**config.mk**
```make
export PLATFORM = sky130hd
export DESIGN_NAME = pc_stack_unit
export DESIGN_NICKNAME = d
export VERILOG_FILES = /design/src/rtl/psu_pkg.sv /design/src/rtl/psu_decode.sv /design/src/rtl/psu_target.sv /design/src/rtl/psu_seq.sv /design/src/rtl/pc_stack_unit.sv
export SDC_FILE = /design/constraint.sdc
export NUM_CORES = 1
export LEC_CHECK = 0
export BUFFER_PORTS_ARGS = -buffer_cell sky130_fd_sc_hd__buf_4
export CAP_MARGIN = 20
export CORE_MARGIN = 10
export CORE_UTILIZATION = 45
export DETAILED_ROUTE_END_ITERATION = 16
export PLACE_DENSITY = 0.78
export SYNTH_ARGS = -nofsm -noshare
export SYNTH_HDL_FRONTEND = slang
export SYNTH_SLANG_ARGS = --single-unit
```
**constraint.sdc**
```tcl
create_clock -name clk -period 3.8 [get_ports clk]
set_input_delay 0.19 -clock clk [delete_from_list [all_inputs] [get_ports clk]]
set_output_delay 0.19 -clock clk [all_outputs]
set_load 0.03 [all_outputs]
```
**src/rtl/psu_pkg.sv**
```systemverilog
package psu_pkg;

  // Control-flow class of the presented opcode
  typedef enum logic [3:0] {
    K_SEQ,
    K_AJMP,
    K_ACALL,
    K_LJMP,
    K_LCALL,
    K_RET,
    K_REL,
    K_COND,
    K_IJMP,
    K_MOVC_DP,
    K_MOVC_PC,
    K_PUSH,
    K_POP
  } kind_t;

  // Multi-cycle sequencer states
  typedef enum logic [2:0] {
    S_IDLE,
    S_CALL2,
    S_RET2,
    S_RET3,
    S_POPW
  } state_t;

endpackage

```
**src/rtl/psu_decode.sv**
```systemverilog
module psu_decode
  import psu_pkg::*;
#(
  parameter int DW = 8
) (
  input  logic [DW-1:0] opcode,
  output kind_t         kind
);

  // Only the control-flow codes are recognised; everything else is sequential.
  always_comb begin
    kind = K_SEQ;
    casez (opcode)
      8'b???0_0001: kind = K_AJMP;
      8'b???1_0001: kind = K_ACALL;
      8'h02:        kind = K_LJMP;
      8'h12:        kind = K_LCALL;
      8'h22, 8'h32: kind = K_RET;
      8'h80:        kind = K_REL;
      8'h10, 8'h20, 8'h30, 8'h40,
      8'h50, 8'h60, 8'h70:  kind = K_COND;
      8'b1011_01??: kind = K_COND;
      8'b1011_1???: kind = K_COND;
      8'hD5:        kind = K_COND;
      8'b1101_1???: kind = K_COND;
      8'h73:        kind = K_IJMP;
      8'h93:        kind = K_MOVC_DP;
      8'h83:        kind = K_MOVC_PC;
      8'hC0:        kind = K_PUSH;
      8'hD0:        kind = K_POP;
      default:      kind = K_SEQ;
    endcase
  end

endmodule

```
**src/rtl/psu_target.sv**
```systemverilog
module psu_target
  import psu_pkg::*;
#(
  parameter int AW     = 16,
  parameter int DW     = 8,
  parameter int PAGE_W = 11,
  parameter int LEN_W  = 2
) (
  input  logic [AW-1:0]          pc,
  input  kind_t                  kind,
  input  logic [PAGE_W-DW-1:0]   page_bits,
  input  logic [DW-1:0]          op1,
  input  logic [DW-1:0]          op2,
  input  logic [LEN_W-1:0]       ilen,
  input  logic [DW-1:0]          acc,
  input  logic [AW-1:0]          dptr,
  input  logic                   taken,
  output logic [AW-1:0]          seq_pc,
  output logic [AW-1:0]          jump_pc,
  output logic [AW-1:0]          code_addr
);

  localparam int PG = PAGE_W - DW;

  // Address sum; truncation to AW bits gives the modulo wrap.
  function automatic logic [AW-1:0] add_wrap(input logic [AW-1:0] a,
                                             input logic [AW-1:0] b);
    return a + b;
  endfunction

  function automatic logic [AW-1:0] zext_byte(input logic [DW-1:0] v);
    return {{(AW-DW){1'b0}}, v};
  endfunction

  function automatic logic [AW-1:0] sext_byte(input logic [DW-1:0] v);
    return {{(AW-DW){v[DW-1]}}, v};
  endfunction

  // In-page target: upper bits from the following address, page from opcode.
  function automatic logic [AW-1:0] page_target(input logic [AW-1:0] nxt,
                                                input logic [PG-1:0] pg,
                                                input logic [DW-1:0] lo);
    return {nxt[AW-1:PAGE_W], pg, lo};
  endfunction

  logic [AW-1:0] rel_pc;
  logic [DW-1:0] disp;

  assign seq_pc = add_wrap(pc, {{(AW-LEN_W){1'b0}}, ilen});
  // The displacement is always the last byte of the instruction.
  assign disp   = (ilen == LEN_W'(3)) ? op2 : op1;
  assign rel_pc = add_wrap(seq_pc, sext_byte(disp));

  always_comb begin
    unique case (kind)
      K_MOVC_PC: code_addr = add_wrap(add_wrap(pc, {{(AW-1){1'b0}}, 1'b1}),
                                      zext_byte(acc));
      default:   code_addr = add_wrap(dptr, zext_byte(acc));
    endcase
  end

  always_comb begin
    jump_pc = seq_pc;
    case (kind)
      K_AJMP, K_ACALL: jump_pc = page_target(seq_pc, page_bits, op1);
      K_LJMP, K_LCALL: jump_pc = {op1, op2};
      K_REL:           jump_pc = rel_pc;
      K_COND:          jump_pc = taken ? rel_pc : seq_pc;
      K_IJMP:          jump_pc = add_wrap(dptr, zext_byte(acc));
      default:         jump_pc = seq_pc;
    endcase
  end

endmodule

```
**src/rtl/psu_seq.sv**
```systemverilog
module psu_seq
  import psu_pkg::*;
#(
  parameter int          AW       = 16,
  parameter int          DW       = 8,
  parameter logic [DW-1:0] SP_RESET = 8'h07
) (
  input  logic          clk,
  input  logic          rst_n,
  input  logic          issue,
  input  kind_t         kind,
  input  logic [AW-1:0] seq_pc,
  input  logic [AW-1:0] jump_pc,
  input  logic [DW-1:0] push_byte,
  input  logic [DW-1:0] stk_rdata,
  output logic          ready,
  output logic          accept,
  output logic [DW-1:0] sp,
  output logic          stk_we,
  output logic          stk_re,
  output logic [DW-1:0] stk_addr,
  output logic [DW-1:0] stk_wdata,
  output logic          pop_valid,
  output logic [DW-1:0] pop_data,
  output logic          pc_ld,
  output logic [AW-1:0] pc_val,
  output logic          call_start,
  output logic          ret_done
);

  state_t        state_q, state_d;
  logic [DW-1:0] sp_q, sp_d;
  logic [AW-1:0] tgt_q;
  logic [DW-1:0] byte_q;
  logic [DW-1:0] sp_up, sp_dn;

  assign sp_up      = sp_q + 1'b1;
  assign sp_dn      = sp_q - 1'b1;
  assign ready      = (state_q == S_IDLE);
  assign accept     = ready && issue;
  assign call_start = accept && (kind == K_ACALL || kind == K_LCALL);
  assign ret_done   = (state_q == S_RET3);
  assign sp         = sp_q;
  assign pop_data   = stk_rdata;

  always_comb begin
    state_d   = state_q;
    sp_d      = sp_q;
    stk_we    = 1'b0;
    stk_re    = 1'b0;
    stk_addr  = sp_up;
    stk_wdata = '0;
    pop_valid = 1'b0;
    pc_ld     = 1'b0;
    pc_val    = jump_pc;
    case (state_q)
      S_IDLE: begin
        if (issue) begin
          case (kind)
            K_ACALL, K_LCALL: begin
              // Return address low byte goes first
              stk_we    = 1'b1;
              stk_wdata = seq_pc[DW-1:0];
              sp_d      = sp_up;
              state_d   = S_CALL2;
            end
            K_RET: begin
              // High byte sits on top of the stack
              stk_re   = 1'b1;
              stk_addr = sp_q;
              sp_d     = sp_dn;
              state_d  = S_RET2;
            end
            K_PUSH: begin
              stk_we    = 1'b1;
              stk_wdata = push_byte;
              sp_d      = sp_up;
              pc_ld     = 1'b1;
            end
            K_POP: begin
              stk_re   = 1'b1;
              stk_addr = sp_q;
              sp_d     = sp_dn;
              pc_ld    = 1'b1;
              state_d  = S_POPW;
            end
            default: pc_ld = 1'b1;
          endcase
        end
      end
      S_CALL2: begin
        stk_we    = 1'b1;
        stk_wdata = byte_q;
        sp_d      = sp_up;
        pc_ld     = 1'b1;
        pc_val    = tgt_q;
        state_d   = S_IDLE;
      end
      S_RET2: begin
        stk_re   = 1'b1;
        stk_addr = sp_q;
        sp_d     = sp_dn;
        state_d  = S_RET3;
      end
      S_RET3: begin
        pc_ld   = 1'b1;
        pc_val  = {byte_q, stk_rdata};
        state_d = S_IDLE;
      end
      S_POPW: begin
        pop_valid = 1'b1;
        state_d   = S_IDLE;
      end
      default: state_d = S_IDLE;
    endcase
  end

  always_ff @(posedge clk or negedge rst_n) begin
    if (!rst_n) begin
      state_q <= S_IDLE;
      sp_q    <= SP_RESET;
      tgt_q   <= '0;
      byte_q  <= '0;
    end else begin
      state_q <= state_d;
      sp_q    <= sp_d;
      if (call_start) begin
        tgt_q  <= jump_pc;
        byte_q <= seq_pc[AW-1:DW];
      end else if (state_q == S_RET2) begin
        byte_q <= stk_rdata;
      end
    end
  end

endmodule

```
**src/rtl/pc_stack_unit.sv**
```systemverilog
module pc_stack_unit
  import psu_pkg::*;
#(
  parameter int            AW       = 16,
  parameter int            DW       = 8,
  parameter int            PAGE_W   = 11,
  parameter int            LEN_W    = 2,
  parameter logic [DW-1:0] SP_RESET = 8'h07
) (
  input  logic             clk,
  input  logic             rst_n,
  input  logic             issue,
  input  logic [DW-1:0]    opcode,
  input  logic [DW-1:0]    op1,
  input  logic [DW-1:0]    op2,
  input  logic [LEN_W-1:0] ilen,
  input  logic [DW-1:0]    acc,
  input  logic [AW-1:0]    dptr,
  input  logic             taken,
  input  logic [DW-1:0]    push_byte,
  input  logic [DW-1:0]    stk_rdata,
  output logic             ready,
  output logic [AW-1:0]    pc,
  output logic [DW-1:0]    sp,
  output logic             stk_we,
  output logic             stk_re,
  output logic [DW-1:0]    stk_addr,
  output logic [DW-1:0]    stk_wdata,
  output logic             code_rd,
  output logic [AW-1:0]    code_addr,
  output logic             pop_valid,
  output logic [DW-1:0]    pop_data
);

  localparam int PG = PAGE_W - DW;

  kind_t         kind;
  logic [AW-1:0] pc_q;
  logic [AW-1:0] seq_pc;
  logic [AW-1:0] jump_pc;
  logic [AW-1:0] pc_val;
  logic          pc_ld;
  logic          accept;
  logic          call_start;
  logic          ret_done;

  psu_decode #(.DW(DW)) u_dec (
    .opcode (opcode),
    .kind   (kind)
  );

  psu_target #(.AW(AW), .DW(DW), .PAGE_W(PAGE_W), .LEN_W(LEN_W)) u_tgt (
    .pc        (pc_q),
    .kind      (kind),
    .page_bits (opcode[DW-1 -: PG]),
    .op1       (op1),
    .op2       (op2),
    .ilen      (ilen),
    .acc       (acc),
    .dptr      (dptr),
    .taken     (taken),
    .seq_pc    (seq_pc),
    .jump_pc   (jump_pc),
    .code_addr (code_addr)
  );

  psu_seq #(.AW(AW), .DW(DW), .SP_RESET(SP_RESET)) u_seq (
    .clk        (clk),
    .rst_n      (rst_n),
    .issue      (issue),
    .kind       (kind),
    .seq_pc     (seq_pc),
    .jump_pc    (jump_pc),
    .push_byte  (push_byte),
    .stk_rdata  (stk_rdata),
    .ready      (ready),
    .accept     (accept),
    .sp         (sp),
    .stk_we     (stk_we),
    .stk_re     (stk_re),
    .stk_addr   (stk_addr),
    .stk_wdata  (stk_wdata),
    .pop_valid  (pop_valid),
    .pop_data   (pop_data),
    .pc_ld      (pc_ld),
    .pc_val     (pc_val),
    .call_start (call_start),
    .ret_done   (ret_done)
  );

  assign code_rd = accept && (kind == K_MOVC_DP || kind == K_MOVC_PC);
  assign pc      = pc_q;

  always_ff @(posedge clk or negedge rst_n) begin
    if (!rst_n)     pc_q <= '0;
    else if (pc_ld) pc_q <= pc_val;
  end

endmodule

```
## After elaboration in Yosys (flattened, before gate mapping)

Cells that the tools add are included.

- $add $sub $neg: 7
- Equal/unequal tests: 43
- Muxes and demuxes: 30
- Reduce and logical (&&, ||, !) cells: 19

Operators by type and width:

| operator | number |
|---|---|
| 16-bit one-hot mux with 5 select lines | 1 |
| 8-bit one-hot mux with 2 select lines | 4 |
| 8-bit two-way mux | 7 |
| 8-bit == test (second input constant) | 6 |
| 4-bit one-hot mux with 12 select lines | 1 |
| 8-bit by 7-bit == test with 1-bit output (second input constant) | 5 |
| 16-bit by 8-bit adder with 16-bit output | 2 |
| 8-bit by 6-bit == test with 1-bit output (second input constant) | 4 |
| 16-bit two-way mux | 2 |
| 16-bit one-hot mux with 2 select lines | 1 |
| 8-bit one-hot mux with 3 select lines | 1 |
| 4-bit == test (second input constant) | 5 |
| 16-bit by 1-bit adder with 16-bit output (second input constant) | 1 |
| 16-bit adder | 1 |
| 16-bit by 2-bit adder with 16-bit output | 1 |
| 4-bit by 3-bit == test with 1-bit output (second input constant) | 4 |
| 8-bit by 5-bit == test with 1-bit output (second input constant) | 2 |
| 5-bit == test (second input constant) | 3 |
| 2-bit OR reduction | 6 |
| 11-bit OR reduction | 1 |
| 3-bit one-hot mux with 3 select lines | 1 |
| 8-bit by 1-bit adder with 8-bit output (second input constant) | 1 |
| 4-bit by 2-bit == test with 1-bit output (second input constant) | 2 |
| 8-bit by 2-bit == test with 1-bit output (second input constant) | 1 |
| other kinds (23) | 36 |

- Flip-flop bits (word level): 51
- Input port bits: 70

## Depth between registers and ports, before layout

- Depth in word-level cells: 8
- Depth in mapped cells: 15

## Hierarchy

Synthesis repeated with hierarchy kept, for this count alone.

- Cells, all modules: 765
- Area, all modules: 6,429.9 sq um

Modules (own cells, without submodules):

| module | times used | cells an instance | area an instance (sq um) |
|---|---|---|---|
| psu_target | 1 | 403 | 2,890.3 |
| psu_seq | 1 | 281 | 2,519.9 |
| pc_stack_unit | 1 | 37 | 666.9 |
| psu_decode | 1 | 44 | 352.8 |

## Worst setup path after synthesis

No wires, ideal clock.

- Kind: register to register
- Start point: register pc_q[0], in the netlist pc[0]
- End point: register pc_q[15], in the netlist pc[15]
- Setup time: 0.136 ns
- Arrival time: 3.401 ns
- Data required time: 3.664 ns
- Setup slack: 0.263 ns
- Stages on the path, launching flop included: 16
- Cell sequence: dfrtp_1 > ha_1 > fa_1 > nand2_1 > nor2_1 > nand3_1 > xnor2_1 > ha_1 > clkbuf_1 > and4_1 > o211a_1 > a21oi_1 > o31ai_1 > mux2i_1 > a2111oi_0 > o22ai_1

- Cells in the longest elaborated chain, start to end: 5

Ends and longest elaborated chain:

| item | line | text |
|---|---|---|
| start, declared | pc_stack_unit.sv:38 | `logic [AW-1:0] pc_q;` |
| start signal, assigned | pc_stack_unit.sv:96 | `else if (pc_ld) pc_q <= pc_val;` |
| 16-bit by 2-bit adder with 16-bit output (*) | psu_target.sv:28 | `return a + b;` |
| 16-bit adder | psu_target.sv:28 |  |
| 16-bit two-way mux | psu_target.sv:68 | `K_COND: jump_pc = taken ? rel_pc : seq_pc;` |
| 16-bit one-hot mux with 5 select lines (*) | psu_target.sv:64 | `case (kind)` |
| 16-bit one-hot mux with 2 select lines (*) | psu_seq.sv:56 | `case (state_q)` |

Every way passes the cells marked *; elsewhere a longest branch is shown, timed or not.
A chain may end at the register's enable or synchronous reset.

## Worst setup path after layout

- Start point: register pc_q[1], in the netlist pc[1]
- End point: register pc_q[9], in the netlist pc[9]

Same word-level chain as after synthesis.

==> impl_metrics.json <==
{
  "routabilityCongestion": 1.01,
  "cts_tree": "built",
  "vias": 6904,
  "routedWlPerCell_um": 21.5,
  "synth-edff-count": 0,
  "finClkSkew_ns": 0.00474,
  "syn-num-nets": 906,
  "multiInputGateArea_um2": 4560,
  "drc": 0,
  "netlist.area_leader.share_pct": 19.6,
  "die_h_um": 137,
  "synthCells": 794,
  "cts_buffers": 5,
  "synth_seq_cells": 51,
  "ys_warn_count": 0,
  "final_util_pct": 57.3,
  "clk_latency_ns": 0.30,
  "fin_crit_sh_pct": 95.5,
  "clk_pin_slew_worst_paths_ns": 0.07,
  "via_per_inst": 6.29,
  "die_area_um2": 18700,
  "cp.arrival_ns": 3.80,
  "final_nets": 1032,
  "syn_area_um2": 6140,
  "power.density_nw_per_um2": 639,
  "drv_slew": 0,
  "ir_worst_vdd_mv": 0.327,
  "ys_top_cells_by_count": "nand2_1, a21oi_1, nor2_1",
  "grt.total_usage_pct": 24.2,
  "antenna_found_initial": 0,
  "first_global_vias": 6280,
  "critPathKind": "flop to flop",
  "dp_hpwl_um": 19000,
  "drive_gt1_share_pct": 24.1,
  "ys_types": 72,
  "end_kind": "flop",
  "area_growth_pct": 24.1,
  "core_region_area_um2": 13300,
  "fillers": 1295,
  "p_leak_nw": 3.41,
  "die_x_um": 137,
  "antennaDiodeCount": 0,
  "seq_area_um2": 1280,
  "synth.area.top_cells": "dfrtp_1, ha_1, a21oi_1",
  "status": "finished, final reports clean",
  "async_flop_share_pct": 100,
  "critical_path.slowest_cell": "dfrtp_1",
  "fin_crit_ns": 3.63,
  "ioPinCount": 139,
  "antenna_left": 0,
  "synth_area_per_cell_um2": 7.73,
  "hold_violations": 0,
  "grt_max_degree": 52,
  "finalSetupViolCount": 0,
  "grt-ovfl-total": 0,
  "clock-sinks": 51,
  "startpoint_type": "flop",
  "grt_pass1_wl_um": 35700,
  "portBuffers": 138,
  "yosysTopAreaCell": "dfrtp_1",
  "rows": 42,
  "worstPathCellList": "ha_1 > a21oi_1 > nand2b_1 > xor2_1 > inv_1 > ha_1 > o21a_1 > a21oi_1 > o21ai_0 > nor3b_1 > nor4_1 > a211oi_1 > a21oi_1",
  "max_stage_delay_ns": 0.48,
  "htree_levels": 2,
  "first_pass_iters": 6,
  "cts_buffer_depth": 2,
  "wl_um": 23600,
  "clock.fmax_mhz": 276,
  "synth_flop_cell": "dfrtp_1",
  "cts_root_buf": "clkbuf_16",
  "maxSlewHeadroom_pct": 45.9,
  "drv_cap": 0,
  "cp_max_fo": 6,
  "worst_pin_slew_ns": 0.811,
  "yosysMostFrequentCell": "nand2_1",
  "cp.required_ns": 3.97,
  "hold_slack_ns": 0.145,
  "initial_utilization_pct": 46.2,
  "cp_common_cell": "a21oi_1",
  "synth_sequential_area_ratio_pct": 20.8,
  "drtIter0Drc": 804,
  "hold_class": "input port to flop"
}
-- stage by stage --
stage / power [mW] / TNS (ns) / worst slack [ns] / area, um2 / cells
6_report: 4.87 / 0 / 0.172 / 7620 / 1097
5_1_grt: 5.18 / -0.106 / -0.0475 / 7620 / 1097
4_1_cts: 4.76 / 0 / 0.0186 / 7570 / 1097
3_5_place_dp: 4.26 / -0.0381 / -0.0381 / 7400 / 1088
3_3_place_gp: 4.24 / 0 / 0.231 / 7400 / 1088
2_1_floorplan: 3.12 / 0 / 0.263 / 6140 / 794
-- critical path, delay by kind of cell (launching register included) --
family / cells / cell delay (ns)
adder cells (fa/ha/maj): 2 / 0.69
XOR/XNOR: 1 / 0.23
AO/OA/AOI/OAI: 6 / 1.44
AND/OR/NAND/NOR: 3 / 0.57
buffers and inverters: 1 / 0.10
flip-flops: 1 / 0.48
-- state kept, by name, indices dropped and copies added (netlist names) --
register,count
pc,16
u_seq.tgt_q,16
u_seq.byte_q,8
u_seq.sp,8
u_seq.state_q,3
-- path summary, 6_finish.rpt --
kind                                        end  cells past startpoint  slack (ns)            start
max in group asynchronous       u_seq.byte_q[4]                      2        2.85            rst_n
worst min register to register  u_seq.byte_q[2]                      2        0.52  u_seq.byte_q[2]
min in group asynchronous           u_seq.sp[4]                      2        0.47            rst_n
worst min-delay path            u_seq.byte_q[2]                      3        0.14     stk_rdata[2]
worst max-delay path                      pc[9]                     13        0.17            pc[1]
worst max register to register            pc[9]                     13        0.17            pc[1]
-- layout make-up --
cell class | count | area share (%)
well taps | 176 | 2.89
clock buffers | 6 | 1.82
repair buffers | 172 | 17.0
clock inverters | 2 | 0.213
flip-flops and latches | 51 | 16.8
multi-input cells | 661 | 59.9
inverters | 29 | 1.43
-- power breakdown --
part | leakage, nW | total (mW) | switching [mW] | internal [mW]
registers | 0.626 | 1.01 | 0.244 | 0.761
clock network | 0.0731 | 0.483 | 0.219 | 0.264
logic | 2.72 | 3.38 | 2.03 | 1.35
total | 3.41 | 4.87 | 2.49 | 2.37
-- repair_timing --
action | 4_1_cts | 5_1_grt
pin swaps | 0 | 1
endpoints found under the hold margin | 48 | 0
setup endpoints to repair | 1 | 14
hold buffers | 1 | 0
resized for setup | 2 | 15
setup buffers | 0 | 0
-- cell usage in the layout, fill, tap and decap left out, types with 28 or more instances in the layout --
| master | n |
|---|---|
| dfrtp_1 | 48 |
| o21ai_0 | 48 |
| buf_4 | 171 |
| nand3_1 | 28 |
| nand2_1 | 70 |
| xor2_1 | 29 |
| inv_1 | 29 |
| ha_1 | 37 |
| xnor2_1 | 33 |
| a21oi_1 | 66 |
| nor2_1 | 65 |
-- metal layers --
layer	part of all wire (%)	up-vias	GRT usage (%)
met1	40	3257	30.3
met3	9.4	65	4.80
met2	47	376	40.1
met5	0	-	0
li1	-	3206	-
met4	3.9	0	9.02
-- cell families after synthesis --
kind of cell	synth area share, %
AOI/OAI and AO/OA	28.2
buffers and inverters	5.81
and+or+nand+nor	21.8
xor gates and xnor gates	8.99
adders and majority gates	9.05
DFF	20.8
muxes	5.28
Note: power is estimated with default switching activity, not from simulation.
